File: src/rtl/cfgs_pkg.sv
package cfgs_pkg;

    typedef enum logic {
        SYNC_VECTOR = 1'b0,
        SYNC_PACKET = 1'b1
    } sync_e;

    typedef enum logic {
        SET_SHARED = 1'b0,
        SET_PER_CH = 1'b1
    } setmode_e;

endpackage

File: src/rtl/cfgs_vec_track.sv
module cfgs_vec_track #(
    parameter int               NUM_CH = 4,
    parameter cfgs_pkg::sync_e  SYNC   = cfgs_pkg::SYNC_VECTOR,
    localparam int              POS_W  = (NUM_CH > 1) ? $clog2(NUM_CH) : 1
) (
    input  logic             clk,
    input  logic             rst_n,
    input  logic             dat_fire,
    input  logic             dat_last,
    input  logic             consume,
    output logic [POS_W-1:0] pos,
    output logic             seen,
    output logic             sync_ok
);
    localparam logic [POS_W-1:0] LAST_POS = POS_W'(NUM_CH - 1);

    typedef struct packed {
        logic [POS_W-1:0] pos;
        logic             seen;
    } trk_t;

    trk_t st_d, st_q;
    logic gate_ok;

    always_comb begin
        st_d    = st_q;
        gate_ok = (SYNC == cfgs_pkg::SYNC_VECTOR) || st_q.seen;
        sync_ok = dat_fire && (st_q.pos == '0) && gate_ok;

        if (dat_fire) begin
            if (st_q.pos == LAST_POS) st_d.pos = '0;
            else                      st_d.pos = st_q.pos + 1'b1;
        end

        st_d.seen = (st_q.seen && !consume) || (dat_fire && dat_last);
    end

    always_ff @(posedge clk) begin
        if (!rst_n) st_q <= '0;
        else        st_q <= st_d;
    end

    assign pos  = st_q.pos;
    assign seen = st_q.seen;
endmodule

File: src/rtl/cfgs_slot_stage.sv
module cfgs_slot_stage #(
    parameter int  NUM_SLOTS = 8,
    localparam int SLOT_W    = (NUM_SLOTS > 1) ? $clog2(NUM_SLOTS) : 1
) (
    input  logic                 clk,
    input  logic                 rst_n,
    input  logic                 fill,
    input  logic [SLOT_W-1:0]    slot,
    input  logic                 consume,
    output logic [NUM_SLOTS-1:0] staged,
    output logic                 commit_stb,
    output logic [NUM_SLOTS-1:0] commit_mask,
    output logic                 ovf
);
    typedef struct packed {
        logic [NUM_SLOTS-1:0] staged;
        logic [NUM_SLOTS-1:0] cmask;
        logic                 cstb;
        logic                 ovf;
    } stg_t;

    stg_t st_d, st_q;
    logic [NUM_SLOTS-1:0] fill_oh;
    logic                 hit;

    for (genvar i = 0; i < NUM_SLOTS; i++) begin : g_oh
        assign fill_oh[i] = fill && (slot == SLOT_W'(i));
    end

    assign hit = |(fill_oh & st_q.staged);

    always_comb begin
        st_d      = st_q;
        st_d.cstb = consume;
        if (consume) begin
            st_d.cmask  = st_q.staged;
            st_d.staged = fill_oh;
        end else begin
            st_d.cmask  = '0;
            st_d.staged = st_q.staged | fill_oh;
            if (hit) st_d.ovf = 1'b1;
        end
    end

    always_ff @(posedge clk) begin
        if (!rst_n) st_q <= '0;
        else        st_q <= st_d;
    end

    assign staged      = st_q.staged;
    assign commit_stb  = st_q.cstb;
    assign commit_mask = st_q.cmask;
    assign ovf         = st_q.ovf;
endmodule

File: src/rtl/cfgs_set_bank.sv
module cfgs_set_bank #(
    parameter int                 NUM_CH = 4,
    parameter int                 SET_W  = 3,
    parameter cfgs_pkg::setmode_e MODE   = cfgs_pkg::SET_PER_CH,
    localparam int                ALL_W  = NUM_CH * SET_W
) (
    input  logic             clk,
    input  logic             rst_n,
    input  logic             consume,
    input  logic [ALL_W-1:0] cfg_data,
    output logic [ALL_W-1:0] sets
);
    typedef struct packed {
        logic [ALL_W-1:0] sets;
    } bank_t;

    bank_t st_d, st_q;
    logic [ALL_W-1:0] pick;

    for (genvar c = 0; c < NUM_CH; c++) begin : g_ch
        if (MODE == cfgs_pkg::SET_PER_CH) begin : g_own
            assign pick[c*SET_W +: SET_W] = cfg_data[c*SET_W +: SET_W];
        end else begin : g_shared
            assign pick[c*SET_W +: SET_W] = cfg_data[SET_W-1:0];
        end
    end

    always_comb begin
        st_d = st_q;
        if (consume) st_d.sets = pick;
    end

    always_ff @(posedge clk) begin
        if (!rst_n) st_q <= '0;
        else        st_q <= st_d;
    end

    assign sets = st_q.sets;
endmodule

File: src/rtl/cfgs_sched.sv
module cfgs_sched #(
    parameter int                 NUM_CH    = 4,
    parameter int                 SET_W     = 3,
    parameter int                 NUM_SLOTS = 8,
    parameter cfgs_pkg::sync_e    SYNC      = cfgs_pkg::SYNC_VECTOR,
    parameter cfgs_pkg::setmode_e MODE      = cfgs_pkg::SET_PER_CH,
    localparam int                SLOT_W    = (NUM_SLOTS > 1) ? $clog2(NUM_SLOTS) : 1,
    localparam int                POS_W     = (NUM_CH > 1) ? $clog2(NUM_CH) : 1,
    localparam int                ALL_W     = NUM_CH * SET_W
) (
    input  logic                 clk,
    input  logic                 rst_n,
    input  logic                 dat_valid,
    input  logic                 dat_ready,
    input  logic                 dat_last,
    input  logic                 cfg_tvalid,
    output logic                 cfg_tready,
    input  logic [ALL_W-1:0]     cfg_tdata,
    input  logic                 rld_fill,
    input  logic [SLOT_W-1:0]    rld_slot,
    output logic [ALL_W-1:0]     act_set,
    output logic [POS_W-1:0]     vec_pos,
    output logic                 commit_stb,
    output logic [NUM_SLOTS-1:0] commit_mask,
    output logic [NUM_SLOTS-1:0] staged_mask,
    output logic                 reload_ovf
);
    logic dat_fire;
    logic sync_ok;
    logic consume;
    logic seen_q;

    assign dat_fire   = dat_valid && dat_ready;
    assign cfg_tready = sync_ok;
    assign consume    = sync_ok && cfg_tvalid;

    cfgs_vec_track #(
        .NUM_CH (NUM_CH),
        .SYNC   (SYNC)
    ) u_track (
        .clk      (clk),
        .rst_n    (rst_n),
        .dat_fire (dat_fire),
        .dat_last (dat_last),
        .consume  (consume),
        .pos      (vec_pos),
        .seen     (seen_q),
        .sync_ok  (sync_ok)
    );

    cfgs_slot_stage #(
        .NUM_SLOTS (NUM_SLOTS)
    ) u_stage (
        .clk         (clk),
        .rst_n       (rst_n),
        .fill        (rld_fill),
        .slot        (rld_slot),
        .consume     (consume),
        .staged      (staged_mask),
        .commit_stb  (commit_stb),
        .commit_mask (commit_mask),
        .ovf         (reload_ovf)
    );

    cfgs_set_bank #(
        .NUM_CH (NUM_CH),
        .SET_W  (SET_W),
        .MODE   (MODE)
    ) u_bank (
        .clk      (clk),
        .rst_n    (rst_n),
        .consume  (consume),
        .cfg_data (cfg_tdata),
        .sets     (act_set)
    );
endmodule

File: config.mk
export PLATFORM = sky130hd
export DESIGN_NAME = cfgs_sched
export DESIGN_NICKNAME = d
export VERILOG_FILES = /design/src/rtl/cfgs_pkg.sv /design/src/rtl/cfgs_vec_track.sv /design/src/rtl/cfgs_slot_stage.sv /design/src/rtl/cfgs_set_bank.sv /design/src/rtl/cfgs_sched.sv
export SDC_FILE = /design/constraint.sdc
export NUM_CORES = 1
export LEC_CHECK = 0
export BUFFER_PORTS_ARGS = -buffer_cell sky130_fd_sc_hd__buf_4
export CORE_MARGIN = 2
export CORE_UTILIZATION = 30
export CTS_BUF_LIST = sky130_fd_sc_hd__clkbuf_8
export CTS_CLUSTER_DIAMETER = 120
export DETAILED_ROUTE_END_ITERATION = 16
export PLACE_DENSITY = 0.56
export SLEW_MARGIN = 20
export SYNTH_ARGS = -nofsm -noshare
export SYNTH_HDL_FRONTEND = slang
export SYNTH_SLANG_ARGS = --single-unit
export TNS_END_PERCENT = 100
File: constraint.sdc
create_clock -name clk -period 3.2 [get_ports clk]
set_input_delay 0.32 -clock clk [delete_from_list [all_inputs] [get_ports clk]]
set_output_delay 0.32 -clock clk [all_outputs]
set_load 0.005 [all_outputs]
# == Word-level counts from Yosys, hierarchy flattened ==
# Index checks and enable logic that the tools add are counted.
# word_totals
ff_bits,32
in_bits,22
output_inout_bits,33
# classes
n_addsub,1
eq_ne,8
n_mux,2
bitwise,3
n_reduce_logical,16
# ops
cell,n
two-way mux 16 bit,1
== test 3 bit (second input constant),4
logical AND 1 bit,11
AND 8 bit,1
OR 8 bit,1
OR reduction 8 bit,1
== test 3 x 2 -> 1 bit (second input constant),2
AND reduction 2 bit,2
== test 3 x 1 -> 1 bit (second input constant),1
zero test 3 bit,1
adder 2 x 1 -> 2 bit (second input constant),1
== test 2 bit (second input constant),1
zero test 2 bit,1
two-way mux 2 bit,1
inverter 1 bit,1

# == Depth between registers and ports, before layout ==
# logic_depth
word_depth,5
mapped_depth,6

# == By module ==
# From an unflattened synthesis, not the netlist that was laid out.
# unflattened
hier_cells,132
area_unflattened_um2,1362.6
# by_module_without_submodules
module,instances,cells_per_inst,area_each_um2,seq_area_each_um2
cfgs_slot_stage,1,76,739.5,360.3
cfgs_set_bank,1,38,450.4,240.2
cfgs_vec_track,1,16,160.2,60.1
cfgs_sched,1,2,12.5,0.0

# == Worst setup path before layout ==
# OpenSTA, ideal clock, no wires.
# synth_path
path_kind,register -> register
startpoint,reg u_track.st_q (netlist bit u_track.pos[0])
endpoint,reg u_stage.st_q (netlist bit u_stage.commit_mask[0])
setup_ns,0.116
t_arrival_ns,1.106
setup_slack_ns,1.978
stages_incl_launch_ff,6
synth_period_minus_slack_ns,1.222
path_cell_list,dfxtp_1 inv_1 ha_1 and4_1 buf_2 and3_1
# synth_between
elab_chain_cells,4
# synth_rtl
item,line_no,text
start: declaration,cfgs_vec_track.sv:22,"trk_t st_d, st_q;"
start signal: assignment,cfgs_vec_track.sv:40,else st_q <= st_d;
zero test 2 bit,cfgs_vec_track.sv:28,sync_ok = dat_fire && (st_q.pos == '0) && gate_ok;
logical AND 1 bit,cfgs_vec_track.sv:28,
logical AND 1 bit,cfgs_sched.sv:35,assign consume = sync_ok && cfg_tvalid;
AND reduction 2 bit (no line),--,
end signal: assignment,cfgs_slot_stage.sv:47,else st_q <= st_d;
end: declaration,cfgs_slot_stage.sv:22,"stg_t st_d, st_q;"
# No other way between the ends.
# A chain may end at the register's enable or synchronous reset.

# == Worst setup path in the final report ==
# layout_path
startpoint,reg u_track.st_q (netlist bit u_track.pos[0])
endpoint,reg u_stage.st_q (netlist bit u_stage.staged[3])
# layout_between
elab_chain_cells,4
# layout_rtl
item,line_no,text
zero test 2 bit,cfgs_vec_track.sv:28,
logical AND 1 bit,cfgs_vec_track.sv:28,
logical AND 1 bit,cfgs_sched.sv:35,
two-way mux 16 bit,cfgs_slot_stage.sv:35,if (consume) begin
# No other way between the ends.

==> results.tsv <==
stage	metric	value	unit
outcome	status	complete, no violations	
timing	Worst-Margin Slew	898	ps
power_and_ir_drop	sw frac	22.6	%
synthesis	library cells used by synthesis	33	
global_routing	first-pass GRT wire length	5100	um
power_and_ir_drop	sequential share of power	51.7	%
floorplan	die footprint	4870	um^2
cells_and_area	multi-input logic area	577	um^2
clock_tree	Clock Path Buffers	2	
clock_tree	Root Buffer	clkbuf_8	
power_and_ir_drop	leakage	0.809	nW
setup_path	Crit path max-delay family	simple AND/OR/NAND/NOR gates	
floorplan	Die Wd	69.8	um
clock_tree	H-tree depth	2	
setup_path	Max stage delay on crit path	700	ps
detailed_routing	DRT Pass-1 Iters	4	
timing	highest clock rate	514	MHz
timing	Final Hold Vio Count	0	
cells_and_area	layout cell share with drive strength beyond 1	33.2	%
timing	Setup TNS	0	ps
setup_path	crit path max fanout	21	
setup_path	crit path buf inv count	1	
timing	slew margin rel.	39.9	%
floorplan	Die Y	69.8	um
timing	slack of the critical path	1260	ps
cells_and_area	Layout area overhead	37.3	%
synthesis	most frequent cell after synthesis	dfxtp_1	
cells_and_area	flip-flop and latch area	641	um^2
synthesis	FF+latch count, synth	32	
setup_path	slowest CP cell	nand4_1	
placed_design	Setup WS pre-CTS	1240	ps
synthesis	Netlist Area Pre-Place	1300	um^2
timing	final setup vio count	0	
detailed_routing	DRC Markers	0	
synthesis	Post-synth top cells	dfxtp_1 (32), nand2_1 (28), a21boi_0 (14)	
clock_tree	Post-CTS Resized	0	
cells_and_area	Final Core Density	43.6	%
placed_design	DP HPWL	2160	um
cells_and_area	Net count, final	210	
floorplan	Top Ports	55	
flow_run	Max Cap Violations	0	
power_and_ir_drop	PwrDens	452	nW/um^2
global_routing	initial antenna violation count	0	
detailed_routing	total length of routed wires	3060	um
synthesis	Syn Nets	161	
timing	fin crit share	60.7	%
clock_tree	TritonCTS clock tree	built	
global_routing	vias in the first global route	1065	
detailed_routing	DR iter-0 viols	36	
setup_path	crit path capture type	register	
setup_path	WS Path Type	register to register	
global_routing	largest net degree at the start of global routing	33	
synthesis	Synth Area per Inst	9.48	um^2
cells_and_area	fillcell total	419	
power_and_ir_drop	Comb power frac	10.4	%
synthesis	async set or reset register ratio after synthesis	0	%
synthesis	register area share after synthesis	49.3	%
power_and_ir_drop	Peak supply drop	0.216	mV
cells_and_area	antenna cells	0	
power_and_ir_drop	Clk pwr share	37.9	%
placed_design	RD Place Congestion	0.698	
timing	RSZ-0062 raised after global routing	false	
setup_path	CP arrival	2100	ps
synthesis	Post-synth top flop	dfxtp_1	
clock_tree	# hold bufs at CTS	0	
synthesis	Synth Instances	137	
power_and_ir_drop	internal cell power	0.624	mW
placed_design	IO buf count	53	
global_routing	Overflow after GRT	0	
clock_tree	clock-pin transition on the worst setup and hold timing paths	60	ps
synthesis	Synth top area share	49.3	%
clock_tree	CTS sink count	32	
detailed_routing	post-DR wirelength/cell	12.9	um
clock_tree	Post CTS Setup Buffer Count	0	
timing	Final Max Slew Viols	0	
timing	fin crit period	1940	ps
floorplan	FP Rows	23	
clock_tree	Inserted Clock Buffers	5	
detailed_routing	final antenna-violating net count	0	
timing	Setup Skew	2.24	ps
detailed_routing	Vias/cell	4.83	
detailed_routing	vias	1144	
synthesis	Synth area leader	dfxtp_1	
min_path	Hold Crit Class	input pin to register	
setup_path	nature of the critical path startpoint	register	
synthesis	Post-synth EDFFs	0	
floorplan	Core Footprint	4090	um^2
power_and_ir_drop	Overall Power	0.806	mW
setup_path	critical-path cell list	inv_1, ha_1, nand4_1, a32oi_1, nor2b_1	
power_and_ir_drop	Psw	0.182	mW
clock_tree	worst skew pair latency	270	ps
global_routing	Tot GR Track Use	12.8	%
synthesis	leading post-synthesis cells by cell area	dfxtp_1 (49%), a21boi_0 (8.1%), nand2_1 (8.1%)	
floorplan	initial core utilization	31.8	%
setup_path	Required @ worst endpoint	3360	ps
synthesis	YS warnings	0	
cell type report:
cell class	count	area share [%]
Sequential cell	32	35.9
Multi-Input combinational cell	90	32.4
Timing Repair Buffer	53	22.3
Clock buffer	6	4.63
Tap cell	50	3.51
Inverter	4	0.842
Clock inverter	2	0.421
worst reg2reg max path: stages (launching register included):
cell and delay (ps):
dfxtp_1 350, inv_1 80, ha_1 170, nand4_1 700
a32oi_1 450, nor2b_1 90
cell families (layout without fill, tap and decap cells):
| group | after synthesis | count (layout) | synth area share, % |
|---|---|---|---|
| adders and majority gates | 2 | 2 | 1.93 |
| muxes | 3 | 3 | 2.79 |
| buffers and inverters | 15 | 65 | 6.26 |
| DFF | 32 | 32 | 49.3 |
| and+or+nand+nor | 59 | 59 | 24.7 |
| AOI/OAI and AO/OA | 26 | 26 | 15.0 |
cell usage in the layout, fill, tap and decap left out:
cell type / Yosys / layout
nand4_1: 2 / 2
dfxtp_1: 32 / 32
a41oi_1: 1 / 1
nor3b_1: 1 / 1
and3b_1: 1 / 1
mux2_1: 1 / 1
mux2i_1: 1 / 1
a21boi_0: 14 / 14
and3_1: 10 / 10
a21oi_1: 1 / 1
and2_1: 1 / 1
and4_1: 1 / 1
a22oi_1: 3 / 3
nor2_1: 1 / 1
a21boi_1: 1 / 1
nand3_1: 1 / 1
mux2_4: 1 / 1
nor3b_2: 1 / 1
inv_1: 4 / 6
nand2_1: 28 / 28
nor2b_1: 7 / 7
nor4bb_1: 1 / 1
and2b_1: 2 / 2
o211ai_1: 2 / 2
buf_4: 1 / 53
ha_1: 2 / 2
a32oi_1: 3 / 3
nand4b_1: 1 / 1
o21ai_0: 1 / 1
and3b_2: 1 / 1
clkbuf_8: 0 / 6
state kept, by name (all words and copies together), names as in the netlist:
name / cells
u_stage.staged: 8
u_stage.commit_mask: 8
u_stage.commit_stb: 1
u_stage.ovf: 1
u_bank.sets: 12
u_track.pos: 2
final timing paths:
path	startpoint	to	slack, ps	cells past startpoint
setup / recovery	u_track.pos[0]	u_stage.staged[3]	1260	5
hold / removal	cfg_tdata[11]	u_bank.sets[11]	290	3
setup reg to reg	u_track.pos[0]	u_stage.staged[3]	1260	5
hold reg to reg	u_bank.sets[11]	u_bank.sets[11]	450	2
stage by stage:
step / area [um^2] / std cells / hold slack (ps)
after global placement: 1690 / 229 / 442
final: 1780 / 237 / 293
after CTS: 1780 / 237 / 291
after detailed placement: 1690 / 229 / 448
after floorplan: 1300 / 137 / 451
after global routing: 1780 / 237 / 304
power groups by stage:
stage                     clock, mW  sequential [mW]  combinational (mW)
after CTS                     0.314            0.417              0.0855
after floorplan                   0            0.426              0.0423
after detailed placement          0            0.426              0.0849
after global routing          0.333            0.418              0.0929
after global placement            0            0.425              0.0826
final                         0.306            0.417              0.0838
layer usage:
| layer | part of all wire (%) | wire length, um | vias to the layer above | global-route usage [%] |
|---|---|---|---|---|
| li1 | - | - | 564 | - |
| met1 | 44 | 1360 | 548 | 15.5 |
| met2 | 49 | 1500 | 27 | 21.1 |
| met3 | 5.3 | 161 | 5 | 4.36 |
| met4 | 1.2 | 38 | 0 | 4.49 |
| met5 | 0 | 0 | - | 0 |
(Power assumes the default switching activity.)
